**src/rtl/fibsqrt_pkg.sv**
```systemverilog
package fibsqrt_pkg;

  // Strobes sent from the sequencer to the datapath, at most one per cycle
  typedef struct packed {
    logic loadInit;  // capture operand, open search interval, seed Fibonacci pair
    logic loadMid;   // begin squaring the current midpoint
    logic sqStep;    // one shift-and-add step
    logic decide;    // narrow the interval with the finished square
    logic fibStep;   // advance the Fibonacci pair once
  } fsrStrobe_t;

endpackage

```
**src/rtl/fsr_datapath.sv**
```systemverilog
module fsr_datapath
  import fibsqrt_pkg::*;
#(
  parameter int IN_W  = 32,
  parameter int RES_W = 32
) (
  input  logic                clk,
  input  logic                rst,
  input  fsrStrobe_t          strobe,
  input  logic [IN_W-1:0]     nIn,
  output logic                rangeDone,
  output logic                sqLast,
  output logic                fibLast,
  output logic [IN_W/2-1:0]   root,
  output logic [RES_W-1:0]    result
);

  localparam int ROOT_W   = IN_W / 2;
  localparam int BND_W    = ROOT_W + 1;
  localparam int ACC_W    = IN_W + 1;
  localparam int SQ_STEPS = BND_W;
  localparam int CNT_W    = $clog2(SQ_STEPS + 1);

  logic [IN_W-1:0]   nReg;
  logic [BND_W-1:0]  lo, hi;
  logic [BND_W:0]    midSum;
  logic [BND_W-1:0]  mid;
  logic [ACC_W-1:0]  mcand, acc;
  logic [BND_W-1:0]  mplier;
  logic [CNT_W-1:0]  sqCnt;
  logic [RES_W-1:0]  fibPrev, fibCur;
  logic [ROOT_W-1:0] fibCnt;

  assign midSum    = {1'b0, lo} + {1'b0, hi};
  assign mid       = midSum[BND_W:1];
  assign rangeDone = (hi - lo) == BND_W'(1);
  assign sqLast    = sqCnt == CNT_W'(SQ_STEPS - 1);
  assign fibLast   = fibCnt == lo[ROOT_W-1:0];
  assign root      = lo[ROOT_W-1:0];
  assign result    = fibCur;

  // Search interval and operand
  always_ff @(posedge clk) begin
    if (rst) begin
      nReg <= '0;
      lo   <= '0;
      hi   <= '0;
    end else if (strobe.loadInit) begin
      nReg <= nIn;
      lo   <= '0;
      hi   <= BND_W'(1) << ROOT_W;
    end else if (strobe.decide) begin
      if (acc <= {1'b0, nReg}) lo <= mid;
      else                     hi <= mid;
    end
  end

  // Multiplier-free squaring: shift-and-add over one adder
  always_ff @(posedge clk) begin
    if (rst) begin
      mcand  <= '0;
      mplier <= '0;
      acc    <= '0;
      sqCnt  <= '0;
    end else if (strobe.loadMid) begin
      mcand  <= ACC_W'(mid);
      mplier <= mid;
      acc    <= '0;
      sqCnt  <= '0;
    end else if (strobe.sqStep) begin
      if (mplier[0]) acc <= acc + mcand;
      mcand  <= mcand << 1;
      mplier <= mplier >> 1;
      sqCnt  <= sqCnt + CNT_W'(1);
    end
  end

  // Fibonacci register pair, seeded so that zero steps leave F(0)
  always_ff @(posedge clk) begin
    if (rst || strobe.loadInit) begin
      fibPrev <= RES_W'(1);
      fibCur  <= '0;
      fibCnt  <= '0;
    end else if (strobe.fibStep) begin
      fibCur  <= fibCur + fibPrev;
      fibPrev <= fibCur;
      fibCnt  <= fibCnt + ROOT_W'(1);
    end
  end

endmodule

```
**src/rtl/fsr_ctrl.sv**
```systemverilog
module fsr_ctrl
  import fibsqrt_pkg::*;
(
  input  logic       clk,
  input  logic       rst,
  input  logic       start,
  input  logic       rangeDone,
  input  logic       sqLast,
  input  logic       fibLast,
  output fsrStrobe_t strobe,
  output logic       busy,
  output logic       done
);

  typedef enum logic [2:0] {
    S_IDLE, S_CHECK, S_SQUARE, S_DECIDE, S_FIB, S_FINISH
  } fsrState_t;

  fsrState_t state, nextState;

  always_ff @(posedge clk) begin
    if (rst) state <= S_IDLE;
    else     state <= nextState;
  end

  always_comb begin
    nextState = state;
    strobe    = '0;
    unique case (state)
      S_IDLE: if (start) begin
        strobe.loadInit = 1'b1;
        nextState       = S_CHECK;
      end
      S_CHECK: if (rangeDone) begin
        nextState = S_FIB;
      end else begin
        strobe.loadMid = 1'b1;
        nextState      = S_SQUARE;
      end
      S_SQUARE: begin
        strobe.sqStep = 1'b1;
        if (sqLast) nextState = S_DECIDE;
      end
      S_DECIDE: begin
        strobe.decide = 1'b1;
        nextState     = S_CHECK;
      end
      S_FIB: if (fibLast) nextState = S_FINISH;
             else         strobe.fibStep = 1'b1;
      S_FINISH: nextState = S_IDLE;
      default:  nextState = S_IDLE;
    endcase
  end

  assign busy = state != S_IDLE;
  assign done = state == S_FINISH;

endmodule

```
**src/rtl/fib_of_root.sv**
```systemverilog
module fib_of_root
  import fibsqrt_pkg::*;
#(
  parameter int IN_W  = 32,
  parameter int RES_W = 32
) (
  input  logic              clk,
  input  logic              rst,
  input  logic              start,
  input  logic [IN_W-1:0]   nIn,
  output logic              done,
  output logic [RES_W-1:0]  result,
  output logic [IN_W/2-1:0] root
);

  fsrStrobe_t strobe;
  logic rangeDone, sqLast, fibLast, busy;

  fsr_ctrl u_ctrl (
    .clk(clk), .rst(rst), .start(start),
    .rangeDone(rangeDone), .sqLast(sqLast), .fibLast(fibLast),
    .strobe(strobe), .busy(busy), .done(done)
  );

  fsr_datapath #(.IN_W(IN_W), .RES_W(RES_W)) u_dp (
    .clk(clk), .rst(rst), .strobe(strobe), .nIn(nIn),
    .rangeDone(rangeDone), .sqLast(sqLast), .fibLast(fibLast),
    .root(root), .result(result)
  );

endmodule

```
**config.mk**
```make
export PLATFORM = sky130hd
export DESIGN_NAME = fib_of_root
export DESIGN_NICKNAME = d
export VERILOG_FILES = /design/src/rtl/fibsqrt_pkg.sv /design/src/rtl/fsr_datapath.sv /design/src/rtl/fsr_ctrl.sv /design/src/rtl/fib_of_root.sv
export SDC_FILE = /design/constraint.sdc
export NUM_CORES = 1
export LEC_CHECK = 0
export BUFFER_PORTS_ARGS = -buffer_cell sky130_fd_sc_hd__buf_2
export CORE_MARGIN = 2
export CORE_UTILIZATION = 67
export DETAILED_ROUTE_END_ITERATION = 7
export HOLD_SLACK_MARGIN = 0.15
export PLACE_DENSITY = 0.86
export SLEW_MARGIN = 5
export SYNTH_ARGS = -nofsm -noshare
export SYNTH_HDL_FRONTEND = slang
export SYNTH_HIERARCHICAL = 1
export SYNTH_SLANG_ARGS = --single-unit
```
**constraint.sdc**
```tcl
create_clock -name clk -period 6.4 [get_ports clk]
set_clock_uncertainty 0.1 [all_clocks]
set_input_delay 0.96 -clock clk [delete_from_list [all_inputs] [get_ports clk]]
set_output_delay 0.96 -clock clk [all_outputs]
set_load 0.05 [all_outputs]
```
Yosys cells after proc, flatten, opt, wreduce, memory -nomap -nowiden:

Cells that the tools add are included.

* output and inout bits: 49
* input bits: 35
* word-level logic and storage cells: 64
* register bits after elaboration: 237

* eq/ne operators: 12
* bitwise operators: 1
* reductions and logical operators: 11
* multiplexer cells: 20
* add/subtract/negate cells: 6
* order comparisons: 1

Operators by type and width (number)
* 17-bit 2-to-1 mux: 7
* 33-bit adder: 1
* 33-bit by 32-bit less-or-equal comparator with 1-bit output: 1
* 32-bit adder: 1
* 17-bit by 17-bit adder with 18-bit output: 1
* 17-bit by 1-bit == test with 1-bit output (second input constant): 1
* 17-bit subtractor: 1
* 16-bit by 1-bit adder with 16-bit output (second input constant): 1
* 16-bit == test: 1
* 3-bit case mux with 5 select lines: 1
* 3-bit 2-to-1 mux: 4
* 1-bit 2-to-1 mux: 8
* 2-bit AND reduction: 4
* 3-bit by 2-bit == test with 1-bit output (second input constant): 2
* 3-bit == test (second input constant): 2
* 2-bit inequality test (second input constant): 3
* 5-bit by 1-bit adder with 5-bit output (second input constant): 1
* 5-bit == test (second input constant): 1
* 2-bit nonzero test: 2
* 2-bit OR reduction: 2
* 3-bit by 1-bit == test with 1-bit output (second input constant): 1
* 3-bit logical NOT: 1
* 3-bit AND reduction: 1
* 2-bit by 1-bit inequality test with 1-bit output (second input constant): 1
* other kinds (2): 2

Longest topological paths before layout:

Gate-level depths: netlist of the first run.

* word-level depth: 5
* gate-level depth with buffers: 19
* gate-level depth less buffers: 18

Modules after synthesis:

The synthesis of the first run kept the hierarchy.

Modules (own cells, without submodules)
* fsr_datapath: cells an instance 1715, instances 1, area each 14445.1 µm², seq. area each 4684.5 µm²
* fsr_ctrl: cells an instance 25, instances 1, area each 203.9 µm², seq. area each 60.1 µm²

Worst setup path after synthesis of the first run:

OpenSTA, ideal clock, no wires.

* path type: reg-to-reg
* from: reg u_dp.lo[0]
* to: reg u_dp.acc[16]
* setup slack: 2296 ps
* period minus slack after synthesis: 4104 ps
* buffers on the path: 3
* data arrival time: 3876 ps
* stages on the path, launching flop included: 19
* data required time: 6172 ps
* library setup time: 128 ps
* cell sequence: dfxtp_1 > ha_1 > inv_1 > fa_1 > a211oi_1 > nor2_1 > o31a_1 > nand3_1 > a31oi_1 > a41o_1 > o41ai_1 > xor2_1 > nor4_1 > nor4_1 > or2_2 > clkbuf_1 > clkbuf_1 > clkbuf_1 > nor2_1

RTL lines
* start, declared: line fsr_datapath.sv:25 `logic [BND_W-1:0] lo, hi;`
* start signal, assigned: line fsr_datapath.sv:53 `if (acc <= {1'b0, nReg}) lo <= mid;`
* end signal, assigned: line fsr_datapath.sv:71 `if (mplier[0]) acc <= acc + mcand;`
* end, declared: line fsr_datapath.sv:28 `logic [ACC_W-1:0] mcand, acc;`

==> results of run 1 <==
flip-flops by register name (all words and copies together) (netlist names):
| register | count |
|---|---|
| u_dp/mcand | 33 |
| u_dp/hi | 17 |
| u_dp/sqCnt | 5 |
| u_dp/result | 32 |
| u_dp/nReg | 32 |
| u_ctrl/state | 3 |
| u_dp/lo | 17 |
| u_dp/mplier | 17 |
| u_dp/acc | 33 |
| u_dp/fibCnt | 16 |
| u_dp/fibPrev | 32 |
metal layers:
layer  GRT usage [%]  up-vias  part of all wire (%)
met5               0        -                     0
met4            10.6        0                   3.5
met3            3.96       85                   4.7
met2            48.1      334                    47
met1            36.4     5842                    44
li1                -     6211                     -
final timing paths:
check | from | end | slack, ps | cells after the start
max | u_dp/lo[15] | u_dp/acc[23] | 1270 | 16
min | u_dp/acc[4] | u_dp/acc[4] | 390 | 2
max reg2reg | u_dp/lo[15] | u_dp/acc[23] | 1270 | 16
min reg2reg | u_dp/acc[4] | u_dp/acc[4] | 390 | 2
worst max-delay path: stages (launching register included):
cell and delay, ps:
dfxtp_1 430, inv_1 70, ha_1 360, inv_1 140, a22o_1 220, nor4_1 200, o21ai_0 100, or4_1 480
a2111o_1 300, nor4_1 250, o221ai_1 190, nor4_1 530, nor4_2 60, buf_4 310, or2_2 630, or4_1 590
nand3_1 80
where the power goes:
group / total [mW] / leakage, nW / internal, mW / switching [mW]
Combinational: 0.288 / 4.48 / 0.115 / 0.173
Sequential: 1.54 / 1.92 / 1.51 / 0.0261
Clock: 1.59 / 0.448 / 0.973 / 0.615
layout by cell type, fill, tap and decap left out, types with 62 or more instances in the layout:
cell and count:
o21ai_0 62, buf_2 83, a21oi_1 137, nor2_1 228, nand2_1 99, ha_1 131, a211oi_1 65, mux2i_1 106
inv_1 84, dfxtp_1 237
kinds of logic (layout without fill, tap and decap cells):
| kind of cell | after synthesis | count (layout) | synth area share, % |
|---|---|---|---|
| fa+ha+maj | 135 | 135 | 11.7 |
| buf+inv | 186 | 223 | 5.22 |
| xor+xnor | 94 | 94 | 5.62 |
| other cells | 0 | 1 | 0 |
| mux | 124 | 124 | 8.63 |
| compound gates | 445 | 445 | 20.0 |
| simple gates | 519 | 519 | 16.4 |
| flops | 237 | 237 | 32.4 |
area by class of cell:
cell class	instances	area, sq um
Fill cell	1625	5630
Clock inverter	13	178
Tap cell	280	350
Sequential cell	237	4740
Multi-Input combinational cell	1317	9170
Clock buffer	32	734
Inverter	84	315
Antenna cell	1	2.50
Timing Repair Buffer	94	498
==> run_results.csv, run 1 <==
group,metric,value,unit
logic_synthesis,synth.most_common_cell,"dfxtp_1",
logic_synthesis,ys_types,76,
final_layout,area_delta_synth_final,9.19,%
logic_synthesis,async_flop_share,0,%
route,drt-total-wl,34000,um
clocking,cts_hold_buf,0,
setup_path,required,6770,ps
timing,post-route-period-util,80.1,%
placed_design,place.gp.congestion,0.962,
clocking,cts_buffer_depth,3,
final_layout,drive_above_1_share,10.2,%
final_layout,instances_no_fill,2058,
timing,worst_pin_slew,1200,ps
setup_path,worstSetupPathType,"register to register",
route,drc,0,
power,p_leak,6.85,nW
timing,fin_ws,1270,ps
logic_synthesis,postSynthAreaPerCell,8.42,sq um
run_status,status,"completed",
timing,finalHoldViolCount,0,
route,drtAntennaViolNets,0,
setup_path,critPathCaptureType,"register",
timing,slew_violations,0,
logic_synthesis,ys_ff_latch,237,
final_layout,final_area,16000,sq um
global_routing,grt_max_degree,70,
logic_synthesis,syn_inst,1740,
floorplanning,die_w,152,um
logic_synthesis,ys.warnings.count,6,
logic_synthesis,synth_common_cells,"237 x dfxtp_1, 230 x nor2_1, 137 x a21oi_1",
global_routing,antenna_found_initial,1,
placed_design,placed_area,15100,sq um
floorplanning,ios,84,
job,maxCapViolCount,0,
logic_synthesis,synth_largest_area_cell,"dfxtp_1",
clocking,cts_tree,"done",
logic_synthesis,syn_nets,1910,
clocking,cts-htree-levels,1,
setup_path,arrival,5500,ps
timing,setup-violations-final,0,
clocking,clk_pin_slew,60,ps
power,power_density,213,nW/um^2
timing,min_period,5130,ps
floorplanning,num_rows,54,
route,routedWlPerCell,16.5,um
clocking,clock-root-buffer,"clkbuf_16",
setup_path,path_max_fanout,58,
clocking,cts_buffers,26,
clocking,clk_latency,530,ps
logic_synthesis,synth_seq_area_share,32.4,%
timing,rsz0062_at_grt,"false",
floorplanning,start_util,67.8,%
clocking,cts.repair.resized,0,
timing,setup_tns,0,ps
floorplanning,die_h,152,um
global_routing,gr-total-overflow,0,
floorplanning,coreArea,21600,sq um
placed_design,port_buffers,83,
floorplanning,dieArea,23100,sq um
route,vias_per_cell,6.06,
global_routing,grt_pass1_vias,11900,
logic_synthesis,synth_area_leaders,"dfxtp_1 32%, ha_1 11%, mux2i_1 7.2%",
route,vias,12500,
placed_design,hpwlAfterDp,23700,um
power,report.power.total,3.41,mW
route,drtPass1Iterations,5,
power,ir_drop,0.196,mV
final_layout,utilization,74.0,%
timing,max_slew_margin,20.1,%
logic_synthesis,synth_edf_count,0,
clocking,post_cts_buffers,0,
route,first_iter_violations,816,
clocking,clock-sinks,237,
placed_design,place_ws,1350,ps
logic_synthesis,yosysTopAreaCellShare,32.4,%
logic_synthesis,syn_area,14600,sq um
setup_path,start_kind,"register",
global_routing,grt_usage,28.2,%
timing,fmax,195,MHz
hold_path,min-delay-path-class,"register to register",
global_routing,grt_pass1_wl,56100,um
placed_design,placedCellCount,2012,
timing,hold_ws,388,ps
logic_synthesis,synthFlopType,"dfxtp_1",
final_layout,fin_nets,1930,
Power figures use the tool's default switching activity.
==> inputs of run 2 (changes only) <==
--- a/config.mk
+++ b/config.mk
@@ -7,10 +7,10 @@
 export LEC_CHECK = 0
 export BUFFER_PORTS_ARGS = -buffer_cell sky130_fd_sc_hd__buf_2
 export CORE_MARGIN = 2
-export CORE_UTILIZATION = 67
+export CORE_UTILIZATION = 62
 export DETAILED_ROUTE_END_ITERATION = 7
 export HOLD_SLACK_MARGIN = 0.15
-export PLACE_DENSITY = 0.86
+export PLACE_DENSITY = 0.81
 export SLEW_MARGIN = 5
 export SYNTH_ARGS = -nofsm -noshare
 export SYNTH_HDL_FRONTEND = slang
==> constraint.sdc (replaced) <==
create_clock -name clk -period 5.3 [get_ports clk]
set_clock_uncertainty 0.1 [all_clocks]
set_input_delay 0.795 -clock clk [delete_from_list [all_inputs] [get_ports clk]]
set_output_delay 0.795 -clock clk [all_outputs]
set_load 0.05 [all_outputs]
==> run_results.csv, run 2 (synthesis results as in run 1) <==
group,metric,value,unit
power,power_density,262,nW/um^2
floorplanning,ios,84,
setup_path,path_max_fanout,19,
global_routing,grt_max_degree,68,
power,p_leak,6.88,nW
timing,fmax,206,MHz
timing,hold_ws,388,ps
global_routing,grt_pass1_wl,54400,um
final_layout,final_cell_mix,"237 x dfxtp_1, 228 x nor2_1, 137 x a21oi_1, 131 x ha_1, 106 x mux2i_1",
setup_path,worstSetupPathType,"register to register",
setup_path,rr_worst_depth,15,
power,seq_power_share,44.1,%
power,p_sw,977,uW
timing,finalHoldViolCount,0,
clocking,cts.repair.resized,0,
route,drtPass1Iterations,5,
final_layout,drive_above_1_share,10.2,%
floorplanning,start_util,62.8,%
timing,setup_tns,0,ps
route,first_iter_violations,770,
final_layout,fin_nets,1932,
final_layout,area_delta_synth_final,9.98,%
route,drt-total-wl,33000,um
clocking,cts_tree,"done",
global_routing,gr-total-overflow,0,
global_routing,antenna_found_initial,1,
route,vias,12200,
power,swShare,23.2,%
floorplanning,die_w,158,um
power,ir_drop,0.245,mV
global_routing,grt_pass1_vias,11500,
timing,worst_pin_slew,1240,ps
final_layout,layout.area.seq,4740,sq um
setup_path,r2r-start,"u_dp/lo[9]",
timing,rsz0062_at_grt,"false",
clocking,clock-sinks,237,
clocking,clock-root-buffer,"clkbuf_16",
clocking,cts_hold_buf,0,
final_layout,multi_input_area,9170,sq um
setup_path,start_kind,"register",
timing,slew_violations,0,
floorplanning,die_h,158,um
clocking,cts_buffers,26,
placed_design,hpwlAfterDp,23300,um
timing,setup-violations-final,0,
placed_design,place.gp.congestion,0.959,
clocking,cts_buffer_depth,3,
final_layout,reg.largest.list,"u_dp/acc: 33 flops, u_dp/mcand: 33 flops",
final_layout,final_common_cell,"dfxtp_1",
hold_path,min-delay-path-class,"register to register",
placed_design,port_buffers,83,
timing,min_period,4860,ps
route,drc,0,
global_routing,grt_usage,26.2,%
floorplanning,dieArea,24900,sq um
job,maxCapViolCount,0,
clocking,post_cts_buffers,0,
route,routedWlPerCell,15.7,um
floorplanning,num_rows,56,
setup_path,r2r-end,"u_dp/acc[23]",
hold_path,min_from,"u_dp/fibPrev[0]",
setup_path,required,5670,ps
setup_path,arrival,5230,ps
clocking,clk_pin_slew,60,ps
clocking,cts-htree-levels,1,
timing,max_slew_margin,17.1,%
power,power.internal,3.24,mW
setup_path,critPathCaptureType,"register",
final_layout,fillers,1831,
route,drtAntennaViolNets,0,
power,clkPwrFrac,47.8,%
clocking,clk_latency,530,ps
floorplanning,coreArea,23300,sq um
setup_path,r2r_setup_slack,440,ps
power,pwr-share-comb,8.1,%
run_status,status,"completed",
route,vias_per_cell,5.82,
hold_path,whs_endpoint,"u_dp/fibPrev[0]",
hold_path,min_path_cells,2,
timing,post-route-period-util,91.7,%
==> run 2: cell count changes in the layout (fill, tap and decap cells not counted) <==
cell	before	now
buf_4	11	13
bufinv_16	4	6
clkbuf_1	1	4
clkinv_2	5	3
inv_6	1	0
==> run 2: through the flow <==
stage	instance area, sq um	std cells	total power, mW	utilization, %	setup slack (ps)
after floorplan	14600	1740	2.16	-	1200
after global placement	15100	2053	2.22	64.9	671
after detailed placement	15100	2053	2.24	64.9	516
after CTS	16100	2100	4.25	69.0	486
after global routing	16100	2101	4.36	69.1	183
final	16100	2101	4.22	69.1	439
==> run 2: critical path: stages (launching register included) <==
cell      delay (ps)
dfxtp_1          450
inv_1             80
ha_1             420
inv_1            100
a22o_1           220
nor4_1           240
o21ai_0          120
or4_1            470
a2111o_1         290
nor4_1           340
o221ai_1         200
nor4_1           560
nor4_2            90
or2_2            490
or4_1            550
nand3_1           80
==> run 2: worst max path at each step <==
stage          startpoint            to  slack, ps  cells past startpoint
2_1_floorplan  u_dp/lo[0]  u_dp/acc[16]       1200                     18
3_3_place_gp   u_dp/lo[9]  u_dp/acc[23]        670                     15
3_5_place_dp   u_dp/lo[9]  u_dp/acc[23]        520                     15
4_1_cts        u_dp/lo[9]  u_dp/acc[23]        490                     15
5_1_grt        u_dp/lo[9]  u_dp/acc[31]        180                     15
6_report       u_dp/lo[9]  u_dp/acc[23]        440                     15
==> run 2: routing by layer <==
layer,up-vias,routed length (um),share of wire [%],GRT usage [%]
li1,6203,-,-,-
met1,5694,15200,46,34.1
met2,263,15400,47,44.9
met3,68,1410,4.3,3.56
met4,0,1000,3.0,8.18
met5,-,0,0,0
==> run 2: layout make-up <==
type                       count  share of cell area [%]
sequential                   237                    29.4
clock inverter                12                    1.36
antenna                        1                  0.0155
inverter                      84                    1.96
multi-input combinational   1317                    56.9
timing repair buffer          96                    3.18
tap                          319                    2.48
clock buffer                  35                    4.63
==> run 2: power groups by stage <==
stage / Combinational, mW / Clock, mW / Sequential, mW
after floorplan: 0.270 / 0 / 1.89
after global placement: 0.329 / 0 / 1.90
after detailed placement: 0.338 / 0 / 1.90
after CTS: 0.343 / 2.05 / 1.86
after global routing: 0.381 / 2.12 / 1.86
final: 0.343 / 2.02 / 1.86
